<file path="src/rtl/hbg_pkg.sv">
package hbg_pkg;

  // Ceiling conversion of a time in ns to clock cycles, never below one.
  function automatic int ns_to_cyc(input int ns, input int period_ns);
    int c;
    c = (ns + period_ns - 1) / period_ns;
    return (c < 1) ? 1 : c;
  endfunction

  typedef struct packed {
    logic hi;
    logic lo;
  } gate_pair_t;

endpackage

</file>
<file path="src/rtl/hbg_persist_filter.sv">
// Synchronizes an asynchronous level and updates the output only after the
// synchronized value has differed from it for CYC consecutive cycles.
module hbg_persist_filter #(
  parameter int CYC      = 4,
  parameter bit RST_VAL  = 1'b0,
  parameter int SYNC_LEN = 2
) (
  input  logic clk,
  input  logic rst,
  input  logic din,
  output logic dout
);
  localparam int CW = (CYC < 2) ? 1 : $clog2(CYC);

  logic [SYNC_LEN-1:0] sync_q;
  logic [CW-1:0]       run_q;
  logic                out_q;
  logic                s_val;

  always_ff @(posedge clk) begin
    if (rst) sync_q <= {SYNC_LEN{RST_VAL}};
    else     sync_q <= {sync_q[SYNC_LEN-2:0], din};
  end

  assign s_val = sync_q[SYNC_LEN-1];

  always_ff @(posedge clk) begin
    if (rst) begin
      out_q <= RST_VAL;
      run_q <= '0;
    end else if (s_val == out_q) begin
      run_q <= '0;
    end else if (run_q == CW'(CYC - 1)) begin
      out_q <= s_val;
      run_q <= '0;
    end else begin
      run_q <= run_q + 1'b1;
    end
  end

  assign dout = out_q;
endmodule

</file>
<file path="src/rtl/hbg_rearm.sv">
// High-side arm flag: cleared by reset or high-side lockout, set by a
// rising edge of the filtered request outside lockout.
module hbg_rearm (
  input  logic clk,
  input  logic rst,
  input  logic req,
  input  logic lock,
  output logic armed
);
  logic req_q;
  logic arm_q;

  always_ff @(posedge clk) begin
    if (rst) begin
      req_q <= 1'b0;
      arm_q <= 1'b0;
    end else begin
      req_q <= req;
      if (lock)              arm_q <= 1'b0;
      else if (req && !req_q) arm_q <= 1'b1;
    end
  end

  assign armed = arm_q;
endmodule

</file>
<file path="src/rtl/hbg_deadtime.sv">
// Output stage: deadtime insertion and cross interlock, or a plain register
// pair when EN is 0.
module hbg_deadtime
  import hbg_pkg::*;
#(
  parameter int DEAD_CYC = 4,
  parameter bit EN       = 1'b1
) (
  input  logic       clk,
  input  logic       rst,
  input  gate_pair_t req,
  output gate_pair_t gate
);
  gate_pair_t gate_q;

  generate
    if (EN) begin : g_guard
      localparam int CW = $clog2(DEAD_CYC + 1);
      logic [CW-1:0] lo_idle_q, hi_idle_q;
      logic          both;
      gate_pair_t    nxt;

      always_ff @(posedge clk) begin
        if (rst) begin
          lo_idle_q <= CW'(DEAD_CYC);
          hi_idle_q <= CW'(DEAD_CYC);
        end else begin
          if (gate_q.lo)                         lo_idle_q <= '0;
          else if (lo_idle_q != CW'(DEAD_CYC))   lo_idle_q <= lo_idle_q + 1'b1;
          if (gate_q.hi)                         hi_idle_q <= '0;
          else if (hi_idle_q != CW'(DEAD_CYC))   hi_idle_q <= hi_idle_q + 1'b1;
        end
      end

      always_comb begin
        both   = req.hi && req.lo;
        nxt.hi = req.hi && !both && !gate_q.lo && (lo_idle_q == CW'(DEAD_CYC));
        nxt.lo = req.lo && !both && !gate_q.hi && (hi_idle_q == CW'(DEAD_CYC));
      end

      always_ff @(posedge clk) begin
        if (rst) gate_q <= '0;
        else     gate_q <= nxt;
      end
    end else begin : g_raw
      always_ff @(posedge clk) begin
        if (rst) gate_q <= '0;
        else     gate_q <= req;
      end
    end
  endgenerate

  assign gate = gate_q;
endmodule

</file>
<file path="src/rtl/hb_gate_ctrl.sv">
module hb_gate_ctrl
  import hbg_pkg::*;
#(
  parameter int CLK_PERIOD_NS = 20,
  parameter int FILT_NS       = 75,
  parameter int DEAD_NS       = 75,
  parameter int UV_FILT_NS    = 1800,
  parameter bit DT_ILK_EN     = 1'b1
) (
  input  logic clk,
  input  logic rst,
  input  logic hin,
  input  logic lin,
  input  logic uv_ls,
  input  logic uv_hs,
  output logic ho,
  output logic lo
);
  localparam int FILT_CYC = ns_to_cyc(FILT_NS, CLK_PERIOD_NS);
  localparam int DEAD_CYC = ns_to_cyc(DEAD_NS, CLK_PERIOD_NS);
  localparam int UV_CYC   = ns_to_cyc(UV_FILT_NS, CLK_PERIOD_NS);

  logic       fh, fl;
  logic       uv_ls_f, uv_hs_f, uv_any;
  logic       hs_armed;
  gate_pair_t req, gate;

  hbg_persist_filter #(.CYC(FILT_CYC), .RST_VAL(1'b0)) u_f_hin (
    .clk(clk), .rst(rst), .din(hin), .dout(fh));
  hbg_persist_filter #(.CYC(FILT_CYC), .RST_VAL(1'b0)) u_f_lin (
    .clk(clk), .rst(rst), .din(lin), .dout(fl));
  hbg_persist_filter #(.CYC(UV_CYC), .RST_VAL(1'b1)) u_f_uvl (
    .clk(clk), .rst(rst), .din(uv_ls), .dout(uv_ls_f));
  hbg_persist_filter #(.CYC(UV_CYC), .RST_VAL(1'b1)) u_f_uvh (
    .clk(clk), .rst(rst), .din(uv_hs), .dout(uv_hs_f));

  assign uv_any = uv_ls_f || uv_hs_f;

  hbg_rearm u_rearm (
    .clk(clk), .rst(rst), .req(fh), .lock(uv_hs_f), .armed(hs_armed));

  always_comb begin
    req.hi = fh && hs_armed && !uv_any;
    req.lo = fl && !uv_any;
  end

  hbg_deadtime #(.DEAD_CYC(DEAD_CYC), .EN(DT_ILK_EN)) u_dt (
    .clk(clk), .rst(rst), .req(req), .gate(gate));

  assign ho = gate.hi;
  assign lo = gate.lo;
endmodule

</file>
<file path="config.mk">
export PLATFORM = sky130hd
export DESIGN_NAME = hb_gate_ctrl
export DESIGN_NICKNAME = d
export VERILOG_FILES = /design/src/rtl/hbg_pkg.sv /design/src/rtl/hbg_persist_filter.sv /design/src/rtl/hbg_rearm.sv /design/src/rtl/hbg_deadtime.sv /design/src/rtl/hb_gate_ctrl.sv
export SDC_FILE = /design/constraint.sdc
export NUM_CORES = 1
export LEC_CHECK = 0
export ABC_AREA = 1
export CELL_PAD_IN_SITES_DETAIL_PLACEMENT = 1
export CELL_PAD_IN_SITES_GLOBAL_PLACEMENT = 2
export CORE_ASPECT_RATIO = 0.9
export CORE_MARGIN = 10
export CORE_UTILIZATION = 31
export CTS_CLUSTER_SIZE = 30
export DETAILED_ROUTE_END_ITERATION = 10
export PLACE_DENSITY_LB_ADDON = 0.1
export SYNTH_ARGS = -nofsm -noshare
export SYNTH_HDL_FRONTEND = slang
export SYNTH_HIERARCHICAL = 1
export SYNTH_SLANG_ARGS = --single-unit
</file>
<file path="constraint.sdc">
create_clock -name clk -period 1 [get_ports clk]
set_input_delay 0.3 -clock clk [delete_from_list [all_inputs] [get_ports clk]]
set_output_delay 0.3 -clock clk [all_outputs]
set_load 0.01 [all_outputs]
</file>
==> impl_metrics.csv <==
group,metric,value,unit
outcome,outcome,"finished, violations left",
outcome,violations,"negative setup slack",
worst_setup_path,crit_family,"flip-flops",
clocking,cts_root_buf,"clkbuf_8",
floorplanning,rows,25,
clocking,insertion_delay,0.30,ns
synth,yosys.area.top_type,"dfxtp_1",
floorplanning,start_util,0.3249,
grt,grt_pass1_vias,1586,
sta,rsz0062_at_grt,"yes",
layout,n_antenna_cell,0,
placement,io_buffers,7,
grt,grt_util_met2,0.1524,
routing,vias_per_cell,4.429,
grt,grt_use_total,0.08998,
grt,busiest_layer,"met2",
sta,final_hold_viol_count,0,
worst_setup_path,cp-start-kind,"register",
sta,period_share,1.044,
synth,synth_xor_area_frac,0.03024,
routing,drcViolationCount,0,
worst_setup_path,cp_cell_sequence,"buf_6",
clocking,numClockSinks,40,
synth,syn_area_per_cell,7.793,sq um
power_and_ir_drop,p_per_area,1205,nW/um^2
placement,placed_cells,307,
synth,syn_area,1738,sq um
floorplanning,die_w,98.93,um
worst_setup_path,critical_path_class,"register to output port",
sta,setup_slack,-0.04405,ns
floorplanning,die_area,9005,sq um
hold_path,worstHoldPathType,"register to register",
sta,hold_ws,0.4096,ns
routing,num_vias,1413,
synth,synthAdderAreaFrac,0.07199,
clocking,htreeDepth,2,
synth,synth_top_area_frac,0.4608,
clocking,cts.path.max_buffers,2,
placement,gp_congestion,0.7721,
clocking,tritoncts,"yes",
worst_setup_path,worst-path-buf-inv,1,
synth,ys_seq_area_frac,0.4608,
sta,setup_violations,16,
worst_setup_path,path_depth,1,
flow_run,cap_viol_max_count,0,
worst_setup_path,crit_slowest_cell,"dfxtp_2",
sta,slew_violations,0,
sta,final.setup.tns,-0.3615,ns
floorplanning,core_area,5349,sq um
layout,area_delta_synth_final,34.20,%
synth,synth_compound_area_frac,0.04536,
worst_setup_path,cp_max_fo,2,
placement,placed_area,1979,sq um
grt,grt_pass1_wl,6789,um
clocking,clkSlewWorstSetupHoldPaths,0.08,ns
grt,use_met3,0.03333,
power_and_ir_drop,max-vdd-ir-drop,0.5703,mV
layout,nNetsFinal,267,
synth,synthMuxAreaShare,0,
worst_setup_path,critPathRequiredTime,0.70,ns
sta,tightest_slew,0.2374,ns
synth,syn_inst,223,
sta,period_minus_slack,1.044,ns
layout,stdcell_area,2332,sq um
synth,synth_cell_types,18,
floorplanning,ios,8,
routing,drt_iter0_drc,22,
sta,finalClockSkew,0.008239,ns
hold_path,hold_depth,2,
power_and_ir_drop,leakage,0.9406,nW
synth,synth_top_family_by_area,"simple AND/OR/NAND/NOR gates",
synth,yosys_warnings,6,
synth,yosys.area_share.simple,0.2988,
grt,grt_max_degree,15,
routing,wl_per_cell,12.11,um
grt,antenna_found_initial,0,
synth,synth-seq-cells,40,
routing,wirelength,3863,um
floorplanning,dieHeight,91.03,um
placement,hpwl,2778,um
routing,first_pass_iters,3,
synth,syn_nets,239,
worst_setup_path,max_stage_delay,0.33,ns
sta,max_freq,957.8,MHz
grt,grt_overflow,0,
routing,antenna_left,0,
synth,yosys-top-cells-area,"dfxtp_1, inv_1, nand2_1",
sta,slew_headroom,0.8416,
layout,finalNonFillerCells,319,
clocking,numCtsBuffers,5,
worst_setup_path,arrival,0.74,ns
worst_setup_path,crit_path_end_kind,"output port",
worst_setup_path,reg2reg_depth,7,
grt,grtUsageMet1,0.09584,
layout,drive_gt1_frac,0.4048,
==> final cells by class <==
type                    instances  area (sq um)
fillers                       637          3017
multi-input cells             140         975.9
flip-flops and latches         40         829.5
repair buffers                 21         188.9
inverters                      43         166.4
well taps                      67         83.83
clock buffers                   5         68.82
clock inverters                 3         18.77
==> tightest hold or removal path, stage by stage (launching register included) <==
cell	delay, ns
dfxtp_1	0.30
inv_1	0.04
nor2_1	0.03
==> layout by cell type, fill, tap and decap left out, types with 2 or more instances in the layout <==
cell type,n
ha_4,6
or2_2,4
nand2_2,4
dfxtp_4,4
nor3_1,2
dfxtp_1,25
ha_1,4
nor2_2,17
clkbuf_8,5
nand4_1,2
nand3_4,2
inv_4,2
xnor2_1,2
buf_4,13
xor2_1,4
a21oi_1,2
nor3_2,2
clkdlybuf4s50_1,4
inv_1,31
buf_6,2
inv_2,10
a21oi_2,7
o21bai_1,4
nand2_1,32
clkinv_2,2
nor2_1,23
dfxtp_2,11
nand2_8,2
nand3_2,6
nand3_1,14
==> stage by stage <==
step	setup WS (ns)	util	power, mW
4_1_cts	-0.06293	0.4150	2.873
3_5_place_dp	-0.5019	0.3701	1.761
6_report	-0.04405	0.4360	2.810
3_3_place_gp	-0.4596	0.3701	1.756
2_1_floorplan	0.005130	-	1.700
5_1_grt	-0.07866	0.4360	2.974
==> cells in the mapped netlist, drive strengths merged <==
master,instances
inv,43
nor2,41
dfxtp,40
nand2,38
nand3,22
ha,10
a21oi,9
nor3,4
o21bai,4
or2,4
xor2,4
nand4,2
xnor2,2
==> what timing repair did <==
| item | 4_1_cts | 5_1_grt |
|---|---|---|
| gates cloned | 0 | 0 |
| resized for setup | 50 | 32 |
| endpoints found under the setup margin | 29 | 28 |
| hold buffers | 0 | 0 |
| pin swaps | 12 | 4 |
| setup buffers | 4 | 0 |
==> layer usage <==
| metal | routed length, um | part of all wire |
|---|---|---|
| met2 | 1873 | 0.48 |
| met5 | 0 | 0 |
| met4 | 76 | 0.020 |
| met3 | 140 | 0.036 |
| met1 | 1773 | 0.46 |
==> cell families after synthesis <==
kind of cell,after synthesis
adders and majority gates,10
AOI/OAI and AO/OA,13
buffers and inverters,43
xor gates and xnor gates,6
and+or+nand+nor,111
DFF,40
==> state kept, by name, indices dropped and copies added, names as in the netlist <==
name and count:
u_rearm/armed 1, u_f_uvh/sync_q 2, u_f_uvh/dout 1, u_f_hin/sync_q 2, u_f_uvl/dout 1, u_rearm/req_q 1
u_dt/g_guard.hi_idle_q 3, u_f_lin/sync_q 2, u_f_lin/dout 1, u_f_uvh/run_q 7, u_f_lin/run_q 2, u_dt/gate 2
u_f_hin/run_q 2, u_f_uvl/run_q 7, u_dt/g_guard.lo_idle_q 3, u_f_uvl/sync_q 2, u_f_hin/dout 1
==> report_power, final <==
| group | internal (mW) | switching, mW | total [mW] |
|---|---|---|---|
| sequential | 1.60 | 0.0128 | 1.61 |
| combinational | 0.0572 | 0.0556 | 0.113 |
| clock | 0.487 | 0.596 | 1.08 |
| total | 2.15 | 0.665 | 2.81 |
==> final timing paths <==
check | to | startpoint | slack, ns
setup reg to reg | u_f_uvh/run_q[6] | u_f_uvh/run_q[1] | -0.03
setup / recovery | ho | u_dt/gate[1] | -0.04
hold reg to reg | u_f_hin/sync_q[1] | u_f_hin/sync_q[0] | 0.41
hold / removal | u_f_hin/sync_q[1] | u_f_hin/sync_q[0] | 0.41
Note: power is estimated with default switching activity, not from simulation.
